## src/rtl/brs_pkg.sv

```systemverilog
package brs_pkg;
  typedef enum logic [1:0] {
    FMT_GBR444      = 2'd0,
    FMT_YCC444      = 2'd1,
    FMT_YCC422_DUAL = 2'd2,
    FMT_YCC422_ONE  = 2'd3
  } brs_fmt_e;

  typedef struct packed {
    logic scaleEn;   // reduced range active
    logic yccSpace;  // colour-difference space
    logic blankAct;  // force fixed levels
  } brs_strobe_t;
endpackage

```

## src/rtl/brs_ctrl.sv

```systemverilog
module brs_ctrl
  import brs_pkg::*;
(
  input  logic        clk,
  input  logic        rstN,
  input  logic [1:0]  fmtMode,
  input  logic        rangeSel,
  input  logic        videoMode,
  input  logic        blankN,
  output brs_strobe_t stb
);
  brs_fmt_e    fmt;
  logic        reducedReq;
  brs_strobe_t stbNext;

  always_comb begin
    fmt = brs_fmt_e'(fmtMode);
    unique case (fmt)
      FMT_GBR444, FMT_YCC444:          reducedReq = rangeSel;
      FMT_YCC422_DUAL, FMT_YCC422_ONE: reducedReq = ~rangeSel;
      default:                         reducedReq = 1'b0;
    endcase
    stbNext.scaleEn  = videoMode & reducedReq;
    stbNext.yccSpace = (fmt != FMT_GBR444);
    stbNext.blankAct = ~blankN;
  end

  always_ff @(posedge clk or negedge rstN) begin
    if (!rstN) stb <= '0;
    else       stb <= stbNext;
  end
endmodule

```

## src/rtl/brs_chroma_scale.sv

```systemverilog
module brs_chroma_scale #(
  parameter int DATA_W = 10,
  parameter int FRAC_W = 12,
  parameter int COEF   = 4005
) (
  input  logic [DATA_W-1:0] sample,
  input  logic [DATA_W-1:0] pivot,
  output logic [DATA_W-1:0] scaled
);
  localparam int PW = DATA_W + FRAC_W + 6;
  localparam logic signed [PW-1:0] COEF_S = PW'(COEF);
  localparam logic signed [PW-1:0] HALF   = PW'(2 ** (FRAC_W - 1));
  localparam logic signed [PW-1:0] MAXV   = PW'(2 ** DATA_W - 1);

  logic signed [PW-1:0] diff, prod, rnd, sum;

  always_comb begin
    diff = $signed(PW'(sample)) - $signed(PW'(pivot));
    prod = diff * COEF_S;
    rnd  = (prod + HALF) >>> FRAC_W;
    sum  = rnd + $signed(PW'(pivot));
    if (sum < 0)         scaled = '0;
    else if (sum > MAXV) scaled = '1;
    else                 scaled = sum[DATA_W-1:0];
  end
endmodule

```

## src/rtl/brs_datapath.sv

```systemverilog
module brs_datapath
  import brs_pkg::*;
#(
  parameter int DATA_W = 10,
  parameter int FRAC_W = 12,
  parameter int COEF   = 4005,
  parameter int FOOT   = 64
) (
  input  logic              clk,
  input  logic              rstN,
  input  brs_strobe_t       stb,
  input  logic [DATA_W-1:0] inA,
  input  logic [DATA_W-1:0] inB,
  input  logic [DATA_W-1:0] inC,
  output logic [DATA_W-1:0] outA,
  output logic [DATA_W-1:0] outB,
  output logic [DATA_W-1:0] outC
);
  localparam logic [DATA_W-1:0] MID_CODE  = DATA_W'(2 ** (DATA_W - 1));
  localparam logic [DATA_W-1:0] FOOT_CODE = DATA_W'(FOOT);
  localparam int NCHROMA = 2;

  logic [DATA_W-1:0] regA;
  logic [DATA_W-1:0] regChroma [NCHROMA];
  logic [DATA_W-1:0] scaledChroma [NCHROMA];
  logic [DATA_W-1:0] nextChroma [NCHROMA];
  logic [DATA_W-1:0] pivot, blankA, blankChroma, nextA;

  always_ff @(posedge clk or negedge rstN) begin
    if (!rstN) begin
      regA         <= '0;
      regChroma[0] <= '0;
      regChroma[1] <= '0;
    end else begin
      regA         <= inA;
      regChroma[0] <= inB;
      regChroma[1] <= inC;
    end
  end

  always_comb begin
    pivot       = stb.yccSpace ? MID_CODE : FOOT_CODE;
    blankA      = stb.scaleEn ? FOOT_CODE : '0;
    blankChroma = stb.yccSpace ? MID_CODE : blankA;
    nextA       = stb.blankAct ? blankA : regA;
  end

  for (genvar ch = 0; ch < NCHROMA; ch++) begin : g_chroma
    brs_chroma_scale #(
      .DATA_W(DATA_W), .FRAC_W(FRAC_W), .COEF(COEF)
    ) u_scale (
      .sample(regChroma[ch]),
      .pivot (pivot),
      .scaled(scaledChroma[ch])
    );
    always_comb begin
      if (stb.blankAct)     nextChroma[ch] = blankChroma;
      else if (stb.scaleEn) nextChroma[ch] = scaledChroma[ch];
      else                  nextChroma[ch] = regChroma[ch];
    end
  end

  always_ff @(posedge clk or negedge rstN) begin
    if (!rstN) begin
      outA <= '0;
      outB <= '0;
      outC <= '0;
    end else begin
      outA <= nextA;
      outB <= nextChroma[0];
      outC <= nextChroma[1];
    end
  end
endmodule

```

## src/rtl/blank_range_scaler.sv

```systemverilog
module blank_range_scaler
  import brs_pkg::*;
#(
  parameter int DATA_W      = 10,
  parameter int FRAC_W      = 12,
  parameter int LUMA_SPAN   = 876,
  parameter int CHROMA_SPAN = 896,
  parameter int FOOT        = 64
) (
  input  logic              clk,
  input  logic              rstN,
  input  logic [1:0]        fmtMode,
  input  logic              rangeSel,
  input  logic              videoMode,
  input  logic              blankN,
  input  logic [DATA_W-1:0] inA,
  input  logic [DATA_W-1:0] inB,
  input  logic [DATA_W-1:0] inC,
  output logic [DATA_W-1:0] outA,
  output logic [DATA_W-1:0] outB,
  output logic [DATA_W-1:0] outC
);
  localparam int COEF = ((LUMA_SPAN * (2 ** FRAC_W)) + CHROMA_SPAN / 2) / CHROMA_SPAN;

  brs_strobe_t stb;

  brs_ctrl u_ctrl (
    .clk(clk), .rstN(rstN), .fmtMode(fmtMode), .rangeSel(rangeSel),
    .videoMode(videoMode), .blankN(blankN), .stb(stb)
  );

  brs_datapath #(
    .DATA_W(DATA_W), .FRAC_W(FRAC_W), .COEF(COEF), .FOOT(FOOT)
  ) u_dp (
    .clk(clk), .rstN(rstN), .stb(stb),
    .inA(inA), .inB(inB), .inC(inC),
    .outA(outA), .outB(outB), .outC(outC)
  );
endmodule

```

## config.mk

```make
export PLATFORM = sky130hd
export DESIGN_NAME = blank_range_scaler
export DESIGN_NICKNAME = d
export VERILOG_FILES = /design/src/rtl/brs_pkg.sv /design/src/rtl/brs_ctrl.sv /design/src/rtl/brs_chroma_scale.sv /design/src/rtl/brs_datapath.sv /design/src/rtl/blank_range_scaler.sv
export SDC_FILE = /design/constraint.sdc
export NUM_CORES = 1
export LEC_CHECK = 0
export ABC_AREA = 1
export BUFFER_PORTS_ARGS = -buffer_cell sky130_fd_sc_hd__buf_2
export CAP_MARGIN = 0
export CORE_ASPECT_RATIO = 1.4
export CORE_UTILIZATION = 29
export DETAILED_ROUTE_END_ITERATION = 16
export GPL_TIMING_DRIVEN = 0
export HOLD_SLACK_MARGIN = 0.02
export MAX_ROUTING_LAYER = met4
export PLACE_DENSITY = 0.57
export RECOVER_POWER = 50
export SKIP_CTS_REPAIR_TIMING = 1
export SYNTH_ARGS = -nofsm -noshare
export SYNTH_HDL_FRONTEND = slang
export SYNTH_SLANG_ARGS = --single-unit
export TNS_END_PERCENT = 30
```

## constraint.sdc

```tcl
create_clock -name clk -period 9.13 [get_ports clk]
set_clock_uncertainty 0.15 [all_clocks]
set_input_delay 1.3695 -clock clk [delete_from_list [all_inputs] [get_ports clk]]
set_output_delay 1.3695 -clock clk [all_outputs]
set_load 0.05 [all_outputs]
```

# Word level (Yosys, flattened, before mapping)
# Index checks and enable logic that the tools add are counted.
# totals
register_bits	63
input_bits	37
word_cells	44
# op_classes
add_sub_neg	6
multipliers	2
magnitude_cmp	4
n_eq_ne	3
mux	13
bitwise	3
n_reduce_logical	4
# ops
op	count
10-bit 2-to-1 mux	11
28-bit by 13-bit adder with 28-bit output, second input constant	2
28-bit by 13-bit multiplier with 28-bit output, second input constant	2
16-bit by 11-bit adder with 17-bit output	2
17-bit by 11-bit greater-than comparator with 1-bit output, second input constant	2
17-bit by 1-bit less-than comparator with 1-bit output, second input constant	2
10-bit by 10-bit subtractor with 11-bit output	2
7-bit 2-to-1 mux	1
2-bit equality test, second input constant	2
2-bit OR reduction	2
2-bit by 1-bit equality test with 1-bit output, second input constant	1
2-bit logical NOT	1
1-bit inverter	2
1-bit one-hot mux with 2 select lines	1
2-bit nonzero test	1
1-bit bitwise AND	1

# Logic depth before layout (Yosys ltp)
# depth
ltp_word	10
depth_mapped	41

# Cells and area by module
# Synthesis repeated with hierarchy kept, for this count alone.
# unflattened
cells_unflattened	1221
hier_area_um2	9730.6
# modules_own_cells
module	instances	cells_each	area_per_inst_um2	seq_area_each_um2
brs_chroma_scale at u_dp.g_chroma[1].u_scale	1	519	3866.2	0.0
brs_chroma_scale at u_dp.g_chroma[0].u_scale	1	528	3816.2	0.0
brs_datapath	1	165	1948.1	1501.4
brs_ctrl	1	9	100.1	75.1

# Worst setup path before layout
# OpenSTA, ideal clock, no wires.
# synth_timing
kind	reg-to-reg
startpoint	reg, netlist name u_ctrl.stb[1]
endpoint	reg u_dp.outB[6]
t_arrival_ns	6.253
required_ns	8.862
setup_slack_ns	2.609
path_stages_with_launch	34
n_path_buf	0
synth_period_minus_slack_ns	6.521
cell_sequence	dfrtp_1 -> inv_1 -> ha_1 -> ha_1 -> xnor2_1 -> inv_1 -> ha_1 -> ha_1 -> inv_1 -> fa_1 -> inv_1 -> fa_1 -> inv_1 -> fa_1 -> inv_1 -> ha_1 -> a21oi_1 -> a21boi_0 -> o21ai_0 -> a21oi_1 -> nor2_1 -> nor2_1 -> xnor2_1 -> ha_1 -> ha_1 -> nand4_1 -> nand3_1 -> nand2_1 -> nor2_4 -> nand3_1 -> nand2_1 -> nand2_1 -> nand2_1 -> nand2_1
# synth_rtl
element	line	source
to (signal assigned)	brs_datapath.sv:70	outB <= nextChroma[0];
to (decl)	brs_datapath.sv:16	output logic [DATA_W-1:0] outB,

==> out/qor.txt <==
Chip height: 198 microns
Max clock buf depth: 2
Dpl hpwl: 16,300 microns
Hold Path Stages: 2
CP Capture Type: flop
Met2 Use GR: 0.293
RSZ-0062 raised after global routing: no
CP max-delay cell: xnor2_1
Grt ovf: 0
Mapped Area: 0.00799 sq mm
Clk slew on worst S/H paths: 60 ps
Slew Viols, Final: 64
Worst Path Class, Setup: reg -> reg
Layout cells sized above 1: 0.120
R2r setup slk: 1570 ps
MaxCap Viol Count: 1
Hold endpoint: u_dp.outA[1]$_DFF_PN0_
Initial core utilization: 0.296
Clk root buf: clkbuf_16
Period utilization: 0.828
Setup-failing EPs final: 0
Final hold violation count: 0
Reg2reg start: u_ctrl.stb[1]$_DFF_PN0_
H-tree Lvls: 3
Initial antenna violation count: 0
Setup_tns: 0 ps
Register area share after synthesis: 0.197
Hold Crit Start: u_dp.regA[1]$_DFF_PN0_
Area of the die: 0.0282 sq mm
Diode count: 0
Routed wire length: 19,200 microns
Number of global-route vias before repair: 6,289
Synthesized area per cell: 8.67 sq um
Most used cell, CP: ha_1
Grt met3 use: 0.0101
Core Area: 0.0270 sq mm
Crit path DAT: 7640 ps
Tightest Hold Check Type: reg -> reg
Nets: 1,263
Pin count of the biggest net entering global routing: 64
Fillers: 2,853
Yosys warnings: 0
Grt peak-use layer: met2
Commonest non-fill, non-tap cell in the layout: inv_1
Die W: 142 microns
Synth Flop Type: dfrtp_1
Run status: finished, violations left
I/O pin cnt: 67
First-pass GRT wire length: 31,200 microns
Via count: 5,979
CTS Buf Count: 9
M1 GR Usage: 0.155
Flops & latches, synth: 63
Failing checks: max-capacitance violations, max-slew violations
Slew HR: -1.27
Initial DRC count: 208
Detail Route Antenna Nets: 0
CP Launch Type: flop
Fin worst setup slack: 1570 ps
TritonCTS clock tree: yes
Post-route design area: 0.00912 sq mm
Via density: 4.37
Drt first pass iters: 4
Post-route minimum period: 7560 ps
Most frequent cells in the layout: inv_1 (241), ha_1 (146), nand2_1 (132), fa_1 (82), buf_2 (64)
Mapped Cells: 921
Rows: 71
DR WL/cell: 14.0 microns
Peak Freq: 0.132 GHz
Slew @ Worst Pin: 3400 ps
Netlist cell types: 47
R2R depth: 32
Port bufs: 66
Latest clock arrival within the worst-skew pair: 340 ps
Mapped Nets: 1,186
Syn-to-layout area delta: 14.2%
Post-synth ARST share: 1.00
Final GP Congestion: 0.851
DP Area: 0.00878 sq mm
Post-synth EDFFs: 0
DRC Markers: 0
Max FO, Critical Path: 8
Worst R2R End: u_dp.outB[6]$_DFF_PN0_
Global Route Usage Sum: 0.150
Setup WS pre-CTS: 1530 ps
Clock sink total: 63
Worst EP required: 9210 ps
Largest stage delay on the critical path: 660 ps
[through the flow]
| stage | hold WS [ps] | util | instances |
|---|---|---|---|
| detailed placement | 293 | 0.325 | 1352 |
| finish | 300 | 0.338 | 1368 |
| global placement | 288 | 0.325 | 1352 |
| global route | 326 | 0.338 | 1368 |
| CTS | 305 | 0.338 | 1368 |
| floorplan | 280 | - | 921 |
[synthesized netlist by cell type, types with 2 or more instances]
library cell,instances,area share
dfrtp_1,63,0.20
a21oi_2,6,0.0066
o21ai_1,6,0.0038
nor2_4,2,0.0028
o21a_1,3,0.0028
nor3b_1,2,0.0019
fa_1,82,0.21
o21ai_0,25,0.016
nor2_1,35,0.016
nand3_1,29,0.018
inv_2,2,0.00094
nand3_4,2,0.0044
xnor2_1,9,0.0099
clkbuf_1,5,0.0023
xor2_1,13,0.014
ha_1,146,0.23
nand4_1,8,0.0063
inv_1,241,0.11
a21oi_1,56,0.035
nand2_1,132,0.062
a21o_1,6,0.0056
a31oi_1,4,0.0031
nor3_1,4,0.0025
or2_2,3,0.0023
o21bai_2,2,0.0028
nand3_2,2,0.0025
nand2_2,13,0.010
[worst max-delay path, delay by kind of cell, from the launching register on]
family | cells | cell delay [ps]
xor+xnor | 2 | 750
buf+inv | 7 | 830
compound gates | 4 | 790
simple gates | 9 | 950
flops | 1 | 440
fa+ha+maj | 10 | 3520
[logic make-up (layout without fill, tap and decap cells)]
logic type               after synthesis  in the layout  synth area share
adder cells (fa/ha/maj)              228            228             0.434
XOR/XNOR                              23             23            0.0276
AO/OA/AOI/OAI                        117            117            0.0855
flip-flops                            63             63             0.197
buffers and inverters                250            332             0.118
AND/OR/NAND/NOR                      240            240             0.138
[layer usage]
layer	up-vias	wire (microns)
met5	-	0
met4	0	580
met3	24	457
met2	76	10900
met1	2860	7270
li1	3019	-
[flip-flops by register name, indices dropped and copies added, names as in the netlist]
name,flops
u_ctrl.stb,3
u_dp.outA,10
u_dp.outB,10
u_dp.outC,10
u_dp.regA,10
u_dp.regChroma,20
[worst max path at each step]
stage | startpoint | endpoint | slack, ps | cells after the start
after global placement | u_ctrl.stb[1]$_DFF_PN0_ | u_dp.outB[2]$_DFF_PN0_ | 1560 | 30
after floorplan | u_ctrl.stb[1]$_DFF_PN0_ | u_dp.outB[6]$_DFF_PN0_ | 2610 | 33
after global routing | u_ctrl.stb[1]$_DFF_PN0_ | u_dp.outB[6]$_DFF_PN0_ | 940 | 33
after CTS | u_ctrl.stb[1]$_DFF_PN0_ | u_dp.outB[2]$_DFF_PN0_ | 1460 | 30
final | u_ctrl.stb[1]$_DFF_PN0_ | u_dp.outB[6]$_DFF_PN0_ | 1570 | 32
after detailed placement | u_ctrl.stb[1]$_DFF_PN0_ | u_dp.outB[6]$_DFF_PN0_ | 1530 | 33
[final cells by class]
| type | count | area [sq um] | share of cell area |
|---|---|---|---|
| repair buffers | 66 | 328 | 0.0359 |
| clock inverters | 7 | 125 | 0.0137 |
| flip-flops and latches | 63 | 1580 | 0.173 |
| plain buffers | 6 | 22.5 | 0.00247 |
| well taps | 365 | 457 | 0.0501 |
| multi-input cells | 608 | 5470 | 0.600 |
| clock buffers | 9 | 225 | 0.0247 |
| inverters | 244 | 916 | 0.100 |
Power is left out: the tool's default activity adds up to more than one toggle a clock period on the data nets, which glitch-free logic cannot reach.
